`config.mk`:
```
export PLATFORM = sky130hd
export DESIGN_NAME = crc_burst_scanner
export DESIGN_NICKNAME = d
export VERILOG_FILES = /design/src/rtl/crc_scan_pkg.sv /design/src/rtl/crc_scan_dp.sv /design/src/rtl/crc_scan_ctrl.sv /design/src/rtl/crc_burst_scanner.sv
export SDC_FILE = /design/constraint.sdc
export NUM_CORES = 1
export LEC_CHECK = 0
export ABC_AREA = 1
export ABC_CLOCK_PERIOD_IN_PS = 2600
export BUFFER_PORTS_ARGS = -buffer_cell sky130_fd_sc_hd__buf_2
export CORE_MARGIN = 4
export CORE_UTILIZATION = 46
export DETAILED_ROUTE_END_ITERATION = 6
export GPL_TIMING_DRIVEN = 0
export PLACE_DENSITY_LB_ADDON = 0.15
export SLEW_MARGIN = 5
export SYNTH_ARGS = -nofsm -noshare
export SYNTH_HDL_FRONTEND = slang
export SYNTH_SLANG_ARGS = --single-unit
export TNS_END_PERCENT = 1
```
`constraint.sdc`:
```
create_clock -name clk -period 2.6 [get_ports clk]
set_input_delay 0.39 -clock clk [delete_from_list [all_inputs] [get_ports clk]]
set_output_delay 0.39 -clock clk [all_outputs]
set_load 0.01 [all_outputs]
```
`src/rtl/crc_scan_pkg.sv`:
```
package crc_scan_pkg;

  localparam logic [1:0] SEL_CTL = 2'd0;
  localparam logic [1:0] SEL_CFG = 2'd1;
  localparam logic [1:0] SEL_SA  = 2'd2;
  localparam logic [1:0] SEL_EA  = 2'd3;

  localparam int CFG_ADD     = 0;
  localparam int CFG_CLEAN   = 1;
  localparam int CFG_BYSECT  = 2;
  localparam int CFG_CODE    = 3;
  localparam int CFG_ALL     = 5;
  localparam int CFG_START   = 6;
  localparam int CFG_CLRRES  = 7;
  localparam int CFG_CLRFLG  = 8;
  localparam int CFG_SECT    = 16;

  typedef enum logic [1:0] {
    ST_IDLE  = 2'd0,
    ST_SEL   = 2'd1,
    ST_ISSUE = 2'd2,
    ST_WAIT  = 2'd3
  } scanState_t;

  typedef struct packed {
    logic loadSeg;
    logic advance;
    logic fold;
    logic clearRes;
  } dpStrobe_t;

  function automatic logic [31:0] burstBytesOf(input logic [1:0] code, input int minLg);
    return 32'd1 << (minLg + 2 * int'(code));
  endfunction

endpackage

```
`src/rtl/crc_scan_dp.sv`:
```
module crc_scan_dp
  import crc_scan_pkg::*;
#(
  parameter int ADDR_W       = 17,
  parameter int WORD_W       = 128,
  parameter int RES_W        = 32,
  parameter int MIN_BURST_LG = 6
) (
  input  logic              clk,
  input  logic              rstN,
  input  dpStrobe_t         strb,
  input  logic [ADDR_W-1:0] segBase,
  input  logic [ADDR_W-1:0] segLast,
  input  logic [1:0]        scanCode,
  input  logic [WORD_W-1:0] rspData,
  output logic [ADDR_W-1:0] memAddr,
  output logic              burstEnd,
  output logic              segEnd,
  output logic [RES_W-1:0]  result,
  output logic              stepValid,
  output logic [WORD_W-1:0] stepWord
);

  localparam int WORD_LG    = $clog2(WORD_W / 8);
  localparam int WORD_BYTES = WORD_W / 8;
  localparam int BW_LG0     = MIN_BURST_LG - WORD_LG;
  localparam int IDX_W      = BW_LG0 + 6;
  localparam int LANES      = WORD_W / RES_W;

  logic [ADDR_W-1:0] burstBase;
  logic [ADDR_W-1:0] segLastQ;
  logic [IDX_W-1:0]  wordIdx;
  logic [IDX_W-1:0]  wordLast;
  logic [ADDR_W-1:0] burstBytes;
  logic [RES_W-1:0]  folded;

  assign burstBytes = ADDR_W'(burstBytesOf(scanCode, MIN_BURST_LG));
  assign wordLast   = IDX_W'((32'd1 << (BW_LG0 + 2 * int'(scanCode))) - 32'd1);
  assign memAddr    = burstBase + (ADDR_W'(wordIdx) << WORD_LG);
  assign burstEnd   = (wordIdx == wordLast);
  assign segEnd     = (burstBase >= segLastQ);

  always_comb begin
    folded = {result[RES_W-2:0], result[RES_W-1]};
    for (int i = 0; i < LANES; i++) begin
      folded = folded ^ rspData[i*RES_W +: RES_W];
    end
  end

  assign stepValid = strb.fold;
  assign stepWord  = rspData;

  always_ff @(posedge clk) begin
    if (!rstN) begin
      burstBase <= '0;
      segLastQ  <= '0;
      wordIdx   <= '0;
    end else if (strb.loadSeg) begin
      burstBase <= segBase;
      segLastQ  <= segLast;
      wordIdx   <= '0;
    end else if (strb.advance) begin
      if (burstEnd) begin
        wordIdx   <= '0;
        burstBase <= burstBase + burstBytes;
      end else begin
        wordIdx <= wordIdx + IDX_W'(1);
      end
    end
  end

  always_ff @(posedge clk) begin
    if (!rstN) begin
      result <= '0;
    end else if (strb.clearRes) begin
      result <= '0;
    end else if (strb.fold) begin
      result <= folded;
    end
  end

  // a freshly loaded segment starts on a burst boundary
  assert_load_aligned_R3: assert property (@(posedge clk) disable iff (!rstN)
    strb.loadSeg |=> ((burstBase & (burstBytes - ADDR_W'(1))) == '0));

  // each advance moves the read address up by one word
  assert_word_step_R2: assert property (@(posedge clk) disable iff (!rstN)
    strb.advance && !strb.loadSeg |=> memAddr == $past(memAddr) + ADDR_W'(WORD_BYTES));

endmodule

```
`src/rtl/crc_scan_ctrl.sv`:
```
module crc_scan_ctrl
  import crc_scan_pkg::*;
#(
  parameter int ADDR_W       = 17,
  parameter int FLD_LSB      = 6,
  parameter int SECT_CNT     = 4,
  parameter int SECT_AW      = 15,
  parameter int MIN_BURST_LG = 6
) (
  input  logic              clk,
  input  logic              rstN,
  input  logic              regWrEn,
  input  logic [1:0]        regSel,
  input  logic [31:0]       regWrData,
  input  logic              rspValid,
  input  logic              rspProt,
  input  logic              burstEnd,
  input  logic              segEnd,
  output dpStrobe_t         strb,
  output logic [ADDR_W-1:0] segBase,
  output logic [ADDR_W-1:0] segLast,
  output logic [1:0]        scanCode,
  output logic              memReq,
  output logic              busy,
  output logic              endFlag,
  output logic              errFlag
);

  localparam int SECT_W = (SECT_CNT > 1) ? $clog2(SECT_CNT) : 1;
  localparam int FLD_W  = ADDR_W - FLD_LSB;

  scanState_t         state;
  logic               enReg;
  logic               bySect;
  logic [1:0]         burstCode;
  logic               allSect;
  logic [SECT_CNT-1:0] sectList;
  logic [FLD_W-1:0]   saFld;
  logic [FLD_W-1:0]   eaFld;
  logic               scanBySect;
  logic [SECT_CNT-1:0] scanMask;
  logic               endQ;
  logic               errQ;

  logic cfgWr, takeCfg, startFire, disableNow, clrRes, clrFlags, idle;
  logic               bySectNext;
  logic [1:0]         codeNext;
  logic               allNext;
  logic [SECT_CNT-1:0] listAfter;
  logic [SECT_CNT-1:0] addMask;
  logic [SECT_W-1:0]  secIdx;
  logic [ADDR_W-1:0]  secBase, secLast, rangeBase, rangeRaw, rangeLast, codeMask;

  assign idle       = (state == ST_IDLE);
  assign busy       = !idle;
  assign endFlag    = endQ;
  assign errFlag    = errQ;
  assign cfgWr      = regWrEn && (regSel == SEL_CFG);
  assign takeCfg    = cfgWr && enReg && idle;
  assign disableNow = regWrEn && (regSel == SEL_CTL) && !regWrData[0];
  assign clrRes     = disableNow || (cfgWr && enReg && regWrData[CFG_CLRRES]);
  assign clrFlags   = cfgWr && enReg && regWrData[CFG_CLRFLG];
  assign startFire  = takeCfg && regWrData[CFG_START];

  assign addMask    = regWrData[CFG_ADD] ? (SECT_CNT'(1) << regWrData[CFG_SECT +: SECT_W]) : '0;
  assign listAfter  = takeCfg ? ((regWrData[CFG_CLEAN] ? '0 : sectList) | addMask) : sectList;
  assign bySectNext = takeCfg ? regWrData[CFG_BYSECT] : bySect;
  assign codeNext   = takeCfg ? regWrData[CFG_CODE +: 2] : burstCode;
  assign allNext    = allSect | (takeCfg && regWrData[CFG_ALL]);

  // lowest listed sector of the running scan
  always_comb begin
    secIdx = '0;
    for (int i = SECT_CNT - 1; i >= 0; i--) begin
      if (scanMask[i]) secIdx = SECT_W'(i);
    end
  end

  assign secBase   = ADDR_W'(secIdx) << SECT_AW;
  assign secLast   = secBase + (ADDR_W'(1) << SECT_AW)
                   - ADDR_W'(burstBytesOf(scanCode, MIN_BURST_LG));
  assign codeMask  = ADDR_W'(burstBytesOf(codeNext, MIN_BURST_LG)) - ADDR_W'(1);
  assign rangeBase = {saFld, FLD_LSB'(0)} & ~codeMask;
  assign rangeRaw  = {eaFld, FLD_LSB'(0)} & ~codeMask;
  assign rangeLast = (rangeRaw < rangeBase) ? rangeBase : rangeRaw;
  assign segBase   = (state == ST_SEL) ? secBase : rangeBase;
  assign segLast   = (state == ST_SEL) ? secLast : rangeLast;

  always_comb begin
    strb          = '0;
    strb.clearRes = clrRes;
    memReq        = 1'b0;
    case (state)
      ST_IDLE:  strb.loadSeg = startFire && !bySectNext;
      ST_SEL:   strb.loadSeg = |scanMask;
      ST_ISSUE: memReq = 1'b1;
      ST_WAIT: begin
        if (rspValid) begin
          strb.fold    = !rspProt;
          strb.advance = !(burstEnd && segEnd);
        end
      end
      default: ;
    endcase
  end

  always_ff @(posedge clk) begin
    if (!rstN) begin
      state      <= ST_IDLE;
      enReg      <= 1'b0;
      bySect     <= 1'b0;
      burstCode  <= '0;
      allSect    <= 1'b0;
      sectList   <= '0;
      saFld      <= '0;
      eaFld      <= '0;
      scanBySect <= 1'b0;
      scanCode   <= '0;
      scanMask   <= '0;
      endQ       <= 1'b0;
      errQ       <= 1'b0;
    end else begin
      if (regWrEn && (regSel == SEL_CTL)) enReg <= regWrData[0];
      if (disableNow) begin
        state     <= ST_IDLE;
        bySect    <= 1'b0;
        burstCode <= '0;
        allSect   <= 1'b0;
        sectList  <= '0;
        saFld     <= '0;
        eaFld     <= '0;
        scanMask  <= '0;
      end else begin
        if (clrFlags) begin
          endQ <= 1'b0;
          errQ <= 1'b0;
        end
        if (takeCfg) begin
          bySect    <= bySectNext;
          burstCode <= codeNext;
          allSect   <= allNext;
          sectList  <= listAfter;
        end
        if (regWrEn && enReg && idle && (regSel == SEL_SA)) saFld <= regWrData[ADDR_W-1:FLD_LSB];
        if (regWrEn && enReg && idle && (regSel == SEL_EA)) eaFld <= regWrData[ADDR_W-1:FLD_LSB];
        case (state)
          ST_IDLE: begin
            if (startFire) begin
              scanCode   <= codeNext;
              scanBySect <= bySectNext;
              scanMask   <= allNext ? '1 : listAfter;
              allSect    <= 1'b0;
              endQ       <= 1'b0;
              errQ       <= 1'b0;
              state      <= bySectNext ? ST_SEL : ST_ISSUE;
            end
          end
          ST_SEL: begin
            if (scanMask == '0) begin
              state <= ST_IDLE;
              endQ  <= 1'b1;
            end else begin
              scanMask[secIdx] <= 1'b0;
              state            <= ST_ISSUE;
            end
          end
          ST_ISSUE: state <= ST_WAIT;
          ST_WAIT: begin
            if (rspValid) begin
              if (rspProt) errQ <= 1'b1;
              if (burstEnd && segEnd) begin
                if (scanBySect) begin
                  state <= ST_SEL;
                end else begin
                  state <= ST_IDLE;
                  endQ  <= 1'b1;
                end
              end else begin
                state <= ST_ISSUE;
              end
            end
          end
          default: state <= ST_IDLE;
        endcase
      end
    end
  end

  // never a second request while one is outstanding
  assert_one_req_R8: assert property (@(posedge clk) disable iff (!rstN)
    memReq |=> !memReq);

  // the end flag rises only as a scan finishes
  assert_end_rise_R8: assert property (@(posedge clk) disable iff (!rstN)
    $rose(endFlag) |-> (!busy && $past(busy)));

  // a disabled block is idle with an empty list
  assert_disabled_idle_R11: assert property (@(posedge clk) disable iff (!rstN)
    !enReg |-> (!busy && (sectList == '0)));

  // configuration is frozen during a scan
  assert_cfg_frozen_R12: assert property (@(posedge clk) disable iff (!rstN)
    (busy && !disableNow) |=> ($stable(saFld) && $stable(sectList) && $stable(scanCode)));

endmodule

```
`src/rtl/crc_burst_scanner.sv`:
```
module crc_burst_scanner
  import crc_scan_pkg::*;
#(
  parameter int ADDR_W       = 17,
  parameter int FLD_LSB      = 6,
  parameter int SECT_CNT     = 4,
  parameter int SECT_AW      = 15,
  parameter int WORD_W       = 128,
  parameter int RES_W        = 32,
  parameter int MIN_BURST_LG = 6
) (
  input  logic              clk,
  input  logic              rstN,
  input  logic              regWrEn,
  input  logic [1:0]        regSel,
  input  logic [31:0]       regWrData,
  output logic              memReq,
  output logic [ADDR_W-1:0] memAddr,
  input  logic              rspValid,
  input  logic [WORD_W-1:0] rspData,
  input  logic              rspProt,
  output logic              stepValid,
  output logic [WORD_W-1:0] stepWord,
  output logic              busy,
  output logic              endFlag,
  output logic              errFlag,
  output logic [RES_W-1:0]  result
);

  dpStrobe_t         strb;
  logic [ADDR_W-1:0] segBase;
  logic [ADDR_W-1:0] segLast;
  logic [1:0]        scanCode;
  logic              burstEnd;
  logic              segEnd;

  crc_scan_ctrl #(
    .ADDR_W(ADDR_W), .FLD_LSB(FLD_LSB), .SECT_CNT(SECT_CNT),
    .SECT_AW(SECT_AW), .MIN_BURST_LG(MIN_BURST_LG)
  ) u_ctrl (
    .clk(clk), .rstN(rstN),
    .regWrEn(regWrEn), .regSel(regSel), .regWrData(regWrData),
    .rspValid(rspValid), .rspProt(rspProt),
    .burstEnd(burstEnd), .segEnd(segEnd),
    .strb(strb), .segBase(segBase), .segLast(segLast), .scanCode(scanCode),
    .memReq(memReq), .busy(busy), .endFlag(endFlag), .errFlag(errFlag)
  );

  crc_scan_dp #(
    .ADDR_W(ADDR_W), .WORD_W(WORD_W), .RES_W(RES_W), .MIN_BURST_LG(MIN_BURST_LG)
  ) u_dp (
    .clk(clk), .rstN(rstN),
    .strb(strb), .segBase(segBase), .segLast(segLast), .scanCode(scanCode),
    .rspData(rspData),
    .memAddr(memAddr), .burstEnd(burstEnd), .segEnd(segEnd),
    .result(result), .stepValid(stepValid), .stepWord(stepWord)
  );

endmodule

```
==> run_summary.xml <==
<?xml version="1.0" encoding="UTF-8"?>
<metrics>
  <group name="grt">
    <metric name="largest_net_degree_at_the_start_of_global_routing" unit="">17</metric>
    <metric name="grt_overflow" unit="">0</metric>
    <metric name="global_route_wire_length_before_repair" unit="um">49100</metric>
    <metric name="antenna_found_initial" unit="">6</metric>
    <metric name="number_of_global_route_vias_before_repair" unit="">9269</metric>
    <metric name="globalRouteTotalUtil" unit="%">28.1</metric>
  </group>
  <group name="timing">
    <metric name="final_critical_path_setup_slack" unit="ns">-0.0724</metric>
    <metric name="final-hold-violation-count" unit="">0</metric>
    <metric name="hold-worst-slack" unit="ns">0.215</metric>
    <metric name="grt_setup_unrepaired" unit="">yes</metric>
    <metric name="layout_worst_path_cycle_share" unit="%">103</metric>
    <metric name="worst_margin_pin_slew" unit="ns">0.636</metric>
    <metric name="final_max_slew_viol_count" unit="">0</metric>
    <metric name="maxSlewHeadroom" unit="%">57.6</metric>
    <metric name="finalSetupViolations" unit="">2</metric>
    <metric name="fin_tns_setup" unit="ns">-0.145</metric>
    <metric name="fin_skew" unit="ns">0.00828</metric>
    <metric name="layout_min_cycle_time" unit="ns">2.67</metric>
    <metric name="upper_clock_frequency_limit" unit="MHz">374</metric>
  </group>
  <group name="run">
    <metric name="timing.max_cap.violations" unit="">0</metric>
  </group>
  <group name="power">
    <metric name="vdd.ir_drop.worst" unit="V">0.000469</metric>
    <metric name="p_leak" unit="nW">6.41</metric>
    <metric name="pwr_density_cell" unit="nW/um^2">422</metric>
  </group>
  <group name="worst_setup_path">
    <metric name="critical_path_data_arrival_time" unit="ns">2.28</metric>
    <metric name="required" unit="ns">2.21</metric>
    <metric name="critPathKind" unit="">register to output port</metric>
    <metric name="cp-start-kind" unit="">register</metric>
    <metric name="crit-reg2reg-capture" unit="">u_dp.segLastQ[9]$_SDFFE_PN0P_</metric>
    <metric name="cp-endpoint" unit="">memAddr[12]</metric>
    <metric name="start_point_of_the_critical_path" unit="">u_dp.burstBase[4]$_SDFFE_PN0P_</metric>
    <metric name="regToRegSetupSlack" unit="ns">0.04</metric>
    <metric name="worstReg2RegStart" unit="">u_ctrl.state[0]$_SDFFE_PP0P_</metric>
    <metric name="worst-path-max-fanout" unit="">3</metric>
    <metric name="endpoint_kind" unit="">output port</metric>
    <metric name="timing.reg2reg.worst_path_depth" unit="">18</metric>
  </group>
  <group name="layout">
    <metric name="layout.cell_area.non_filler" unit="um^2">12200</metric>
    <metric name="final_nets" unit="">1885</metric>
    <metric name="layout_cells_sized_above_1" unit="%">36.2</metric>
    <metric name="num-fill-cells" unit="">1899</metric>
    <metric name="stdcell_count" unit="">1937</metric>
    <metric name="syn2layout_area_growth" unit="%">32.5</metric>
  </group>
  <group name="synth">
    <metric name="synthesis.area" unit="um^2">9210</metric>
    <metric name="number_of_enable_flip_flop_cells_after_synthesis" unit="">0</metric>
    <metric name="number_of_synthesized_register_bits" unit="">115</metric>
    <metric name="postSynth.asyncResetShare" unit="%">0</metric>
    <metric name="post_synth_main_area_contributors" unit="">sky130_fd_sc_hd__dfxtp_1, sky130_fd_sc_hd__buf_4, sky130_fd_sc_hd__xor2_1</metric>
    <metric name="yosys_most_used_dff" unit="">sky130_fd_sc_hd__dfxtp_1</metric>
    <metric name="ys_seq_area_share" unit="%">25.0</metric>
    <metric name="synthesis.nets" unit="">1523</metric>
    <metric name="yosys.area.top_type_share" unit="%">25.0</metric>
    <metric name="synthesis.instances" unit="">1295</metric>
    <metric name="synth_cell_type_count" unit="">46</metric>
    <metric name="post-synth-top-area-cell" unit="">sky130_fd_sc_hd__dfxtp_1</metric>
    <metric name="yosys_warnings" unit="">0</metric>
    <metric name="mean_syn_cell_area" unit="um^2">7.11</metric>
  </group>
  <group name="routing">
    <metric name="drt.antenna.violating_nets" unit="">0</metric>
    <metric name="via_count" unit="">9586</metric>
    <metric name="dr.first_iter.drc_count" unit="">492</metric>
    <metric name="wl" unit="um">32100</metric>
    <metric name="initial_drt_pass_iterations" unit="">5</metric>
    <metric name="avgRoutedWirePerCell" unit="um">16.6</metric>
    <metric name="post-route-drc-count" unit="">0</metric>
    <metric name="vias_per_cell" unit="">4.95</metric>
  </group>
  <group name="clock_tree">
    <metric name="clock_tree.buffer_depth" unit="">2</metric>
    <metric name="tritoncts_clock_tree" unit="">yes</metric>
    <metric name="cts.clk_slew.worst_paths" unit="ns">0.06</metric>
    <metric name="clk_latency" unit="ns">0.43</metric>
    <metric name="cts_made_buffers" unit="">17</metric>
    <metric name="clock_sink_count" unit="">115</metric>
    <metric name="clk_root_buffer_cell" unit="">sky130_fd_sc_hd__clkbuf_16</metric>
    <metric name="post_cts_hold_buffer_count" unit="">0</metric>
    <metric name="h-tree-depth" unit="">4</metric>
  </group>
  <group name="hold_path">
    <metric name="min-delay-path-class" unit="">primary input to register</metric>
  </group>
  <group name="placement">
    <metric name="buffer_ports.inserted" unit="">333</metric>
    <metric name="postPlaceCellArea" unit="um^2">11200</metric>
    <metric name="dp_hpwl" unit="um">26600</metric>
    <metric name="dp_cells" unit="">1893</metric>
    <metric name="pre_cts_ws" unit="ns">-0.588</metric>
    <metric name="gpl.final_weighted_congestion" unit="">0.954</metric>
  </group>
  <group name="floorplan">
    <metric name="floorplan.core_area" unit="um^2">19600</metric>
    <metric name="die_h" unit="um">150</metric>
    <metric name="die_width" unit="um">150</metric>
    <metric name="num_io_pins" unit="">349</metric>
    <metric name="starting_utilization_of_the_core_area" unit="%">47.0</metric>
    <metric name="floorplan.rows" unit="">51</metric>
    <metric name="dieArea" unit="um^2">22400</metric>
  </group>
  <group name="outcome">
    <metric name="failed_checks" unit="">negative setup slack</metric>
    <metric name="outcome" unit="">finished, violations left</metric>
  </group>
</metrics>
## layer usage
metal,GRT usage (%),wire (um)
met5,0,52
met4,9.43,979
met3,7.00,2300
met2,47.9,15600
met1,34.5,13200
## final cells by class
cell class              instances  area (um^2)  area share [%]
inverters                     172          653            5.35
plain buffers                 171         1180            9.68
repair buffers                343         1740            14.3
multi-input cells             837         5360            43.9
clock buffers                  17          425            3.48
flip-flops and latches        115         2330            19.1
clock inverters                15          174            1.42
well taps                     265          332            2.72
diodes                          2         5.00          0.0410
## state kept, by name, summed over array words and instances (netlist names), 4 cells and up
register	count
u_dp.burstBase	17
u_ctrl.saFld	11
u_ctrl.eaFld	11
u_ctrl.sectList	4
u_ctrl.scanMask	4
u_dp.result	32
u_dp.segLastQ	16
u_dp.wordIdx	8
## metrics by stage
step	total power, mW	utilization [%]
after floorplan	2.39	-
after global placement	2.77	57.2
after detailed placement	2.78	57.2
after CTS	5.17	61.5
after global routing	5.35	62.3
final	5.15	62.3
## cells in the mapped netlist (2+ instances only)
master and n:
sky130_fd_sc_hd__o21ai_0 81, sky130_fd_sc_hd__clkbuf_1 28, sky130_fd_sc_hd__nand3b_1 5, sky130_fd_sc_hd__nand2_2 3
sky130_fd_sc_hd__nand3_2 2, sky130_fd_sc_hd__o21bai_1 2, sky130_fd_sc_hd__nor2_1 77, sky130_fd_sc_hd__and2_1 3
sky130_fd_sc_hd__or2_2 4, sky130_fd_sc_hd__nand2_1 216, sky130_fd_sc_hd__nand4_1 13, sky130_fd_sc_hd__o221ai_1 2
sky130_fd_sc_hd__inv_2 4, sky130_fd_sc_hd__a21oi_1 97, sky130_fd_sc_hd__dfxtp_1 115, sky130_fd_sc_hd__a211oi_1 2
sky130_fd_sc_hd__ha_1 60, sky130_fd_sc_hd__buf_4 133, sky130_fd_sc_hd__buf_6 3, sky130_fd_sc_hd__a31oi_1 3
sky130_fd_sc_hd__xnor2_1 36, sky130_fd_sc_hd__nor4_1 3, sky130_fd_sc_hd__buf_2 6, sky130_fd_sc_hd__inv_1 167
sky130_fd_sc_hd__o32ai_1 3, sky130_fd_sc_hd__o2111ai_1 32, sky130_fd_sc_hd__nand3_1 53, sky130_fd_sc_hd__nor3_1 9
sky130_fd_sc_hd__o31ai_1 6, sky130_fd_sc_hd__xor2_1 111
## worst min path at each step
| stage | startpoint | to | cells after the start |
|---|---|---|---|
| after floorplan | u_dp.segLastQ[8]$_SDFFE_PN0P_ | u_dp.segLastQ[8]$_SDFFE_PN0P_ | 2 |
| after global placement | u_dp.segLastQ[8]$_SDFFE_PN0P_ | u_dp.segLastQ[8]$_SDFFE_PN0P_ | 2 |
| after detailed placement | u_dp.segLastQ[8]$_SDFFE_PN0P_ | u_dp.segLastQ[8]$_SDFFE_PN0P_ | 2 |
| after CTS | regWrData[12] | u_ctrl.saFld[6]$_SDFFE_PP0P_ | 3 |
| after global routing | regWrData[11] | u_ctrl.saFld[5]$_SDFFE_PP0P_ | 3 |
| final | regWrData[11] | u_ctrl.eaFld[5]$_SDFFE_PP0P_ | 3 |
## layout by cell type, fill, tap and decap left out, drive strengths merged, types with 3 or more instances in the layout
cell type  synthesis  routed
o21ai             83      83
o2111ai           32      32
ha                60      60
a31oi              3       3
xnor2             36      36
clkinvlp           0       4
nand2            220     220
clkbuf            28      44
clkinv             1       4
nor2              78      78
or2                4       4
nor3              10      10
inv              171     177
nand4             13      13
o32ai              3       3
and2               3       3
buf              143     487
dfxtp            115     115
xor2             111     111
a21oi             97      97
nand3             55      55
o31ai              6       6
nor4               3       3
nand3b             5       5
## logic make-up (layout without fill, tap and decap cells)
kind of cell,after synthesis,count (layout),synth area share (%)
AO/OA/AOI/OAI,237,237,14.9
buffers and inverters,343,718,19.7
XOR/XNOR,147,147,14.0
other,1,3,0.0407
AND/OR/NAND/NOR,391,391,18.0
flip-flops,115,115,25.0
adder cells (fa/ha/maj),61,61,8.37
## timing repair
action | CTS | global route
endpoints found under the setup margin | 30 | 41
resized for setup | 55 | 40
pin swaps | 8 | 9
setup buffers | 6 | 4
## power by group
part / switching, mW / total [mW] / leakage (nW) / internal, mW
combinational: 0.518 / 0.984 / 5.19 / 0.466
sequential: 0.0108 / 1.78 / 0.936 / 1.77
clock: 0.953 / 2.39 / 0.281 / 1.44
## critical path, cell delays in order (launching register included)
cell	delay [ns]
sky130_fd_sc_hd__dfxtp_4	0.36
sky130_fd_sc_hd__ha_4	0.14
sky130_fd_sc_hd__inv_2	0.03
sky130_fd_sc_hd__fa_2	0.33
sky130_fd_sc_hd__nand3b_1	0.16
sky130_fd_sc_hd__and2_4	0.16
sky130_fd_sc_hd__o221ai_4	0.16
sky130_fd_sc_hd__buf_4	0.14
sky130_fd_sc_hd__buf_4	0.09
sky130_fd_sc_hd__xor2_1	0.13
sky130_fd_sc_hd__buf_2	0.14
Power figures use the tool's default switching activity.
